$ cat config.mk
export PLATFORM = sky130hd
export DESIGN_NAME = playback_sequencer
export DESIGN_NICKNAME = d
export VERILOG_FILES = /design/src/rtl/pbseq_pkg.sv /design/src/rtl/pbseq_cadence.sv /design/src/rtl/pbseq_edge_pend.sv /design/src/rtl/playback_sequencer.sv
export SDC_FILE = /design/constraint.sdc
export NUM_CORES = 1
export LEC_CHECK = 0
export ABC_AREA = 1
export BUFFER_PORTS_ARGS = -buffer_cell sky130_fd_sc_hd__buf_2
export CORE_MARGIN = 5
export CORE_UTILIZATION = 55
export DETAILED_ROUTE_END_ITERATION = 8
export PLACE_DENSITY = 0.81
export SYNTH_ARGS = -nofsm -noshare
export SYNTH_HDL_FRONTEND = slang
export SYNTH_SLANG_ARGS = --single-unit
export TNS_END_PERCENT = 50
$ cat constraint.sdc
create_clock -name clk -period 2 [get_ports clk]
set_clock_uncertainty 0.15 [all_clocks]
set_input_delay 0.1 -clock clk [delete_from_list [all_inputs] [get_ports clk]]
set_output_delay 0.1 -clock clk [all_outputs]
set_load 0.01 [all_outputs]
$ cat src/rtl/pbseq_pkg.sv
package pbseq_pkg;

    typedef enum logic [2:0] {
        PS_BOOT,
        PS_HOST,
        PS_FETCH,
        PS_FETCH_WAIT,
        PS_ARM,
        PS_PLAY,
        PS_SWAP,
        PS_REFRESH
    } pb_state_e;

endpackage

$ cat src/rtl/pbseq_cadence.sv
module pbseq_cadence #(
    parameter int unsigned PERIOD = 4
) (
    input  logic clk,
    input  logic rst,
    input  logic clear,
    input  logic step,
    output logic fire
);
    localparam int unsigned CW = (PERIOD > 1) ? $clog2(PERIOD) : 1;
    localparam logic [CW-1:0] LAST = CW'(PERIOD - 1);

    logic [CW-1:0] cnt_d, cnt_q;

    assign fire = step && (cnt_q == LAST);

    always_comb begin
        cnt_d = cnt_q;
        if (clear)
            cnt_d = '0;
        else if (step)
            cnt_d = fire ? '0 : cnt_q + CW'(1);
    end

    always_ff @(posedge clk) begin
        if (rst) cnt_q <= '0;
        else     cnt_q <= cnt_d;
    end

    // the count never passes the last position of the period
    p_count_bound_r7: assert property (@(posedge clk) disable iff (rst)
        cnt_q <= LAST);

    // after a transform launch the count starts over
    p_wrap_after_fire_r7: assert property (@(posedge clk) disable iff (rst)
        fire |=> (cnt_q == '0));

    // a playback restart leaves the count at zero
    p_clear_resets_r8: assert property (@(posedge clk) disable iff (rst)
        clear |=> (cnt_q == '0));

endmodule

$ cat src/rtl/pbseq_edge_pend.sv
module pbseq_edge_pend (
    input  logic clk,
    input  logic rst,
    input  logic level,
    input  logic consume,
    input  logic flush,
    output logic pending
);
    logic prev_d, prev_q;
    logic pend_d, pend_q;
    logic rise;

    assign rise    = level && !prev_q;
    assign pending = pend_q || rise;

    always_comb begin
        prev_d = level;
        if (flush)
            pend_d = 1'b0;
        else
            pend_d = (pend_q && !consume) || rise;
    end

    always_ff @(posedge clk) begin
        if (rst) begin
            prev_q <= 1'b0;
            pend_q <= 1'b0;
        end else begin
            prev_q <= prev_d;
            pend_q <= pend_d;
        end
    end

    // a rising edge is captured unless playback is being re-armed
    p_rise_captured_r9: assert property (@(posedge clk) disable iff (rst)
        (level && !prev_q && !flush) |=> pend_q);

    // an unserved completion stays pending
    p_pend_kept_r10: assert property (@(posedge clk) disable iff (rst)
        (pend_q && !consume && !flush) |=> pend_q);

endmodule

$ cat src/rtl/playback_sequencer.sv
module playback_sequencer #(
    parameter int unsigned ADDR_W      = 32,
    parameter int unsigned XFORM_EVERY = 4
) (
    input  logic              clk,
    input  logic              rst,
    input  logic              stor_ready,
    input  logic              host_fetch,
    input  logic              host_play,
    input  logic [ADDR_W-1:0] host_addr,
    input  logic              swap_done,
    input  logic              xform_done,
    output logic              stor_start,
    output logic [ADDR_W-1:0] blk_addr,
    output logic              xform_start,
    output logic              disp_refresh
);
    import pbseq_pkg::*;

    localparam logic [ADDR_W-1:0] ADDR_ONE = ADDR_W'(1);

    typedef struct packed {
        pb_state_e         st;
        logic [ADDR_W-1:0] addr;
    } seq_t;

    seq_t seq_d, seq_q;
    logic done_pending;
    logic cad_fire;

    pbseq_edge_pend u_done_edge (
        .clk     (clk),
        .rst     (rst),
        .level   (xform_done),
        .consume (seq_q.st == PS_REFRESH),
        .flush   (seq_q.st == PS_ARM),
        .pending (done_pending)
    );

    pbseq_cadence #(.PERIOD(XFORM_EVERY)) u_cadence (
        .clk   (clk),
        .rst   (rst),
        .clear (seq_q.st == PS_ARM),
        .step  (seq_q.st == PS_SWAP),
        .fire  (cad_fire)
    );

    always_comb begin
        seq_d = seq_q;
        unique case (seq_q.st)
            PS_BOOT: begin
                if (stor_ready) seq_d.st = PS_HOST;
            end
            PS_HOST: begin
                if (host_fetch) begin
                    seq_d.st   = PS_FETCH;
                    seq_d.addr = host_addr;
                end else if (host_play) begin
                    seq_d.st   = PS_ARM;
                    seq_d.addr = seq_q.addr + ADDR_ONE;
                end
            end
            PS_FETCH:      seq_d.st = PS_FETCH_WAIT;
            PS_FETCH_WAIT: begin
                if (stor_ready) seq_d.st = PS_HOST;
            end
            PS_ARM:        seq_d.st = PS_PLAY;
            PS_PLAY: begin
                if (!host_play) begin
                    seq_d.st = PS_BOOT;
                end else if (swap_done) begin
                    seq_d.st   = PS_SWAP;
                    seq_d.addr = seq_q.addr + ADDR_ONE;
                end else if (done_pending) begin
                    seq_d.st = PS_REFRESH;
                end
            end
            PS_SWAP:    seq_d.st = PS_PLAY;
            PS_REFRESH: seq_d.st = PS_PLAY;
            default:    seq_d.st = PS_BOOT;
        endcase
    end

    always_ff @(posedge clk) begin
        if (rst) begin
            seq_q.st   <= PS_BOOT;
            seq_q.addr <= '0;
        end else begin
            seq_q <= seq_d;
        end
    end

    assign stor_start   = (seq_q.st == PS_FETCH) || (seq_q.st == PS_SWAP);
    assign xform_start  = cad_fire;
    assign disp_refresh = (seq_q.st == PS_REFRESH);
    assign blk_addr     = seq_q.addr;

    // storage start never lasts two cycles
    p_start_single_r3: assert property (@(posedge clk) disable iff (rst)
        stor_start |=> !stor_start);

    // a host fetch loads the host address with the start pulse
    p_fetch_loads_r3: assert property (@(posedge clk) disable iff (rst)
        (seq_q.st == PS_HOST && host_fetch) |=>
            (stor_start && blk_addr == $past(host_addr)));

    // address frozen while the fetch is outstanding
    p_wait_hold_r4: assert property (@(posedge clk) disable iff (rst)
        (seq_q.st == PS_FETCH_WAIT) |=> $stable(blk_addr));

    // a swap during playback reads the next block
    p_swap_step_r6: assert property (@(posedge clk) disable iff (rst)
        (seq_q.st == PS_PLAY && host_play && swap_done) |=>
            (stor_start && blk_addr == ADDR_W'($past(blk_addr) + ADDR_ONE)));

    // a transform launch always rides on a storage read
    p_xform_with_read_r7: assert property (@(posedge clk) disable iff (rst)
        xform_start |-> stor_start);

    // refresh is a single-cycle pulse
    p_refresh_single_r9: assert property (@(posedge clk) disable iff (rst)
        disp_refresh |=> !disp_refresh);

    // dropping play silences every pulse in the next cycle
    p_drop_play_r11: assert property (@(posedge clk) disable iff (rst)
        (seq_q.st == PS_PLAY && !host_play) |=>
            (!stor_start && !xform_start && !disp_refresh));

endmodule

==> flow_summary.toml, run 1 <==
[status]
run_status = "finished, final reports clean"

[cells_and_area]
mostFrequentLayoutCells = "nand2_1 (153), nor2_1 (96), buf_2 (73), inv_1 (41), dfxtp_1 (37)"
layout_commonest_cell = "nand2_1"
antenna_cells = 0
multi_input_area_mm2 = 0.00181
drive_above_1_share = 0.216
seq_area_um2 = 783
utilization = 0.635
area_delta_synth_final_pct = 12.4
fillers = 545
nets = 614
design_area_mm2 = 0.00349

[setup_path]
r2r_slack_ps = 170
r2r_start = "blk_addr[6]$_SDFFE_PP0P_"
required_ps = 2050
r2r-end = "blk_addr[17]$_SDFFE_PP0P_"
crit_fanout = 6
slowest_delay_ps = 450
crit_chain = "nand2_1 > nor2_1 > nand2_2 > nor2_1 > nand3_1 > a21oi_1 > nand2_1 > nand2_1 > nor2_1"
cp-start-kind = "register"
cp_slowest_cell = "dfxtp_1"
r2r.worst_path.cells = 9
end_kind = "register"
worstSetupPathType = "reg2reg"
arrival_ps = 1880

[power_and_ir_drop]
comb_power_share = 0.355
clkPwrFrac = 0.268
power_frac_seq = 0.377
ir_drop_mv = 0.610
power.switching_mw = 1.16
total_power_mw = 2.99
p_leak_nw = 1.42
power.density_mw_per_mm2 = 855
switching_share = 0.387
internal-power_mw = 1.83

[clock_tree]
path_clk_slew_ps = 80
htree_levels = 2
cts_root_buf = "clkbuf_8"
clock-sinks = 39
worstSkewPairLatency_ps = 300
cts_tree = "done"
clockBufferDepth = 2
cts_buffers = 5
post-cts-setup-buffer-count = 0

[timing]
worstMarginPinSlew_ps = 517
post-route-period-util = 0.913
slew_viol_final = 0
slew-limit-headroom = 0.655
setup_viol = 0
fin_ws_ps = 174
max_freq_mhz = 548
rsz0062_at_grt = "no"
finalSetupTns_ps = 0
period_needed_ps = 1830
finalHoldViolations = 0

[logic_synthesis]
synth_edf_count = 0
async_flop_share = 0
synth_compound_area_frac = 0.142
synth_xor_xnor_area_share = 0
synth_fp_nets = 569
ys_ff_latch = 39
ys_warn_count = 0
synth_cells = 528
synth_mux_area_frac = 0
yosys.area_share.adder = 0.00805
ys_types = 36
synth_area_per_cell_um2 = 5.89
ys_seq_area_frac = 0.251
synth_area_mm2 = 0.00311
yosys.area_share.simple = 0.424
synth_top_family_by_area = "simple AND/OR/NAND/NOR gates"
ys_dominant_reg_cell = "dfxtp_1"

[global_route]
antenna_found_initial = 0
grt_overflow_total = 0
grt_pass1_wl_um = 14200
grt_pass1_vias = 3122
grt_use_total = 0.233
grt_max_degree = 31

[floorplanning]
start_util = 0.565
dieWidth_um = 85.2
io_pins = 74
row_count = 27
die_y_um = 85.2
core_area_mm2 = 0.00551
die_area_mm2 = 0.00726

[route]
wl_um = 8280
wl_per_cell_um = 12.8
detail-route-antenna-nets = 0
first_pass_iters = 5
vias_per_cell = 5.16
vias = 3331
drt_iter0_drc = 292
route.detailed.drc = 0

[flow_run]
cap_violations = 0

[hold_path]
hold_start = "host_addr[11]"
whs_path_depth = 5
hold_path.class = "in2reg"
holdPathEnd = "blk_addr[11]$_SDFFE_PP0P_"

[placement]
numPortBuffers = 73
dp_hpwl_um = 6220
gp_congestion = 0.914
placed_area_mm2 = 0.00324
pre_cts_slack_ps = 209
==> cells by family (layout without fill, tap and decap cells) <==
logic type	after synthesis	after routing
buffers and inverters	94	140
adder cells (fa/ha/maj)	2	2
AND/OR/NAND/NOR	314	314
flip-flops	39	39
AO/OA/AOI/OAI	79	79
==> how the worst max path moves through the flow <==
stage,start,to
2_1_floorplan,blk_addr[1]$_SDFFE_PP0P_,blk_addr[20]$_SDFFE_PP0P_
3_3_place_gp,blk_addr[1]$_SDFFE_PP0P_,blk_addr[18]$_SDFFE_PP0P_
3_5_place_dp,blk_addr[1]$_SDFFE_PP0P_,blk_addr[18]$_SDFFE_PP0P_
4_1_cts,seq_q[33]$_SDFFE_PP0P_,blk_addr[18]$_SDFFE_PP0P_
5_1_grt,blk_addr[6]$_SDFFE_PP0P_,blk_addr[17]$_SDFFE_PP0P_
6_report,blk_addr[6]$_SDFFE_PP0P_,blk_addr[17]$_SDFFE_PP0P_
==> timing repair <==
item / in CTS / in global routing
hold buffers: 9 / 0
hold endpoints to repair: 9 / 0
endpoints found under the setup margin: 0 / 2
resized for setup: 0 / 7
==> worst max-delay path, delay by kind of cell (launching register included) <==
kind | cells | cell delay, ps
and+or+nand+nor | 8 | 940
DFF | 1 | 450
AOI/OAI and AO/OA | 1 | 210
==> through the flow <==
stage          cells  hold slack, ps
5_1_grt          646            50.0
6_report         646            18.7
3_5_place_dp     629             175
3_3_place_gp     629             167
2_1_floorplan    528            19.1
4_1_cts          646            12.4
==> state kept, by name, summed over array words and instances, names as in the netlist <==
name and flops:
u_cadence.cnt_q 2, seq_q 3, u_done_edge.pend_q 1, u_done_edge.prev_q 1
blk_addr 32
==> power by group through the flow <==
stage | clock, mW | combinational [mW] | sequential (mW)
2_1_floorplan | 0 | 0.959 | 1.08
3_3_place_gp | 0 | 1.01 | 1.13
3_5_place_dp | 0 | 1.03 | 1.13
4_1_cts | 0.820 | 1.05 | 1.12
5_1_grt | 0.850 | 1.20 | 1.15
6_report | 0.800 | 1.06 | 1.12
==> area by class of cell <==
| type | instances | share of cell area |
|---|---|---|
| inverter | 45 | 0.0491 |
| clock inverter | 3 | 0.0193 |
| multi-input combinational | 395 | 0.517 |
| tap | 72 | 0.0258 |
| clock buffer | 5 | 0.0197 |
| sequential | 39 | 0.224 |
| timing repair buffer | 87 | 0.145 |
==> Yosys cell counts, types with 4 or more instances <==
library cell	number	area (µm²)
o21ai_2	4	35.0
o21ai_1	11	55.1
nand2_1	154	578
inv_1	41	154
nor2_1	96	360
buf_4	35	263
buf_6	5	56.3
o21ai_0	19	95.1
nor2_2	7	43.8
nand3_1	36	180
nor3_1	4	20.0
dfxtp_1	39	781
or2_2	4	25.0
buf_2	5	25.0
nand2_2	5	31.3
a21oi_1	34	170
==> routing by layer <==
layer  wire [µm]  GRT usage  part of all wire  vias to the layer above
li1            -          -                 -                     1726
met1        3560      0.283              0.43                     1488
met2        4100      0.431              0.50                      111
met3         550     0.0369             0.066                        6
met4          61     0.0460            0.0074                        0
met5           0          0                 0                        -
No activity file was read; power rests on OpenSTA's default activity.
==> run 2, diff against run 1 <==
--- a/config.mk
+++ b/config.mk
@@ -6,7 +6,7 @@
 export NUM_CORES = 1
 export LEC_CHECK = 0
 export ABC_AREA = 1
-export BUFFER_PORTS_ARGS = -buffer_cell sky130_fd_sc_hd__buf_2
+export BUFFER_PORTS_ARGS = -buffer_cell sky130_fd_sc_hd__buf_4
 export CORE_MARGIN = 5
 export CORE_UTILIZATION = 55
 export DETAILED_ROUTE_END_ITERATION = 8
==> run 2 against run 1 <==
Against the previous run: cell count did not move; final area rose by 4.7%; sequential cell count did not move; sequential power about the same; combinational power up 8%; sequential share of layout area decreased by 1.0 points; maximum frequency is 0.67% higher; core utilization grew 3.0 points; non-clock buffer count stayed put; highest routed layer unchanged; global-route usage up 0.54 points; largest cell class unchanged; hold slack got worse by 2.0 ps.
==> flow_summary.toml, run 2 (synthesis gave the netlist of run 1 again) <==
[floorplanning]
die_y_um = 85.2
core_area_mm2 = 0.00551
io_pins = 74
start_util = 0.565
row_count = 27
die_area_mm2 = 0.00726
dieWidth_um = 85.2

[clock_tree]
htree_levels = 2
worstSkewPairLatency_ps = 300
path_clk_slew_ps = 80
clock-sinks = 39
clockBufferDepth = 2
cts_buffers = 5
post-cts-setup-buffer-count = 0
cts_root_buf = "clkbuf_8"
cts_tree = "done"

[status]
run_status = "finished, final reports clean"

[placement]
pre_cts_slack_ps = 157
placed_area_mm2 = 0.00343
gp_congestion = 0.929
numPortBuffers = 73
dp_hpwl_um = 6420
placed_cells = 630

[power_and_ir_drop]
ir_drop_mv = 0.493
power.density_mw_per_mm2 = 842
total_power_mw = 3.08
p_leak_nw = 1.46

[global_route]
grt_pass1_wl_um = 14200
grt_use_total = 0.239
antenna_found_initial = 0
grt_overflow_total = 0
grt_pass1_vias = 3119
grt_max_degree = 30

[cells_and_area]
layout_commonest_cell = "nand2_1"
largest_reg_flops = 32
area_delta_synth_final_pct = 17.6
finalNonFillerCells = 646
nets = 614
utilization = 0.664
design_area_mm2 = 0.00366
antenna_cells = 0
mostFrequentLayoutCells = "nand2_1 (153), nor2_1 (95), buf_4 (78), inv_1 (41), dfxtp_1 (38)"
drive_above_1_share = 0.213

[setup_path]
end_kind = "register"
crit_chain = "nor2_8 > nand2_4 > nand2_4 > inv_4 > nand2_1 > o21ai_2 > inv_1 > nand2_1 > nand2_1 > nor2_1"
worstSetupPathType = "reg2reg"
cp-start-kind = "register"
crit_fanout = 26
arrival_ps = 1900
critical_path_buf_inv_count = 2
slowest_delay_ps = 490
crit_family = "simple AND/OR/NAND/NOR gates"
crit_top_cell = "nand2_1"
required_ps = 2080
cp_slowest_cell = "dfxtp_1"

[timing]
slew-limit-headroom = 0.669
hold_ws_ps = 16.6
setup_viol = 0
post-route-period-util = 0.907
rsz0062_at_grt = "no"
worstMarginPinSlew_ps = 496
finalSetupTns_ps = 0
finalHoldViolations = 0
fin_ws_ps = 186
period_needed_ps = 1810
slew_viol_final = 0
max_freq_mhz = 551

[route]
first_pass_iters = 5
wl_um = 8520
vias_per_cell = 5.15
vias = 3329
drt_iter0_drc = 156
wl_per_cell_um = 13.2
detail-route-antenna-nets = 0
route.detailed.drc = 0

[flow_run]
cap_violations = 0

[hold_path]
hold_path.class = "in2reg"
==> run 2: final cells by class <==
type,count,area (µm²)
clock buffer,5,68.8
clock inverter,3,67.6
fill,552,1850
inverter,45,171
multi-input combinational,395,1790
sequential,39,782
tap,72,90.1
timing repair buffer,87,686
==> run 2: layer usage <==
metal | GRT usage | share of wire | vias to the layer above
met5 | 0 | 0 | -
met4 | 0.0921 | 0.031 | 0
met3 | 0.0398 | 0.059 | 19
met2 | 0.412 | 0.49 | 98
met1 | 0.294 | 0.42 | 1482
li1 | - | - | 1730
==> run 2: final timing paths <==
check,start,to,slack (ps),cells past startpoint
worst max-delay path,seq_q[33]$_SDFFE_PP0P_,blk_addr[18]$_SDFFE_PP0P_,190,10
worst min register to register,u_cadence.cnt_q[1]$_SDFFE_PP0P_,u_cadence.cnt_q[1]$_SDFFE_PP0P_,330,2
worst min-delay path,host_addr[19],blk_addr[19]$_SDFFE_PP0P_,20,5
worst max register to register,seq_q[33]$_SDFFE_PP0P_,blk_addr[18]$_SDFFE_PP0P_,190,10
==> run 2: report_power, final <==
| group | leakage (nW) | internal, mW | switching (mW) |
|---|---|---|---|
| logic | 1.07 | 0.493 | 0.651 |
| registers | 0.319 | 0.921 | 0.207 |
| clock network | 0.0644 | 0.498 | 0.308 |
| total | 1.46 | 1.91 | 1.17 |
==> run 2: tightest hold or removal path: cells and delay by family <==
| kind | cells | cell delay, ps |
|---|---|---|
| AND/OR/NAND/NOR | 3 | 160 |
| buffers and inverters | 1 | 110 |
| AO/OA/AOI/OAI | 1 | 60 |
==> run 2: what timing repair did <==
| item | in CTS | in global routing |
|---|---|---|
| hold endpoints to repair | 8 | 0 |
| endpoints found under the setup margin | 0 | 2 |
| hold buffers | 8 | 0 |
| resized for setup | 0 | 3 |
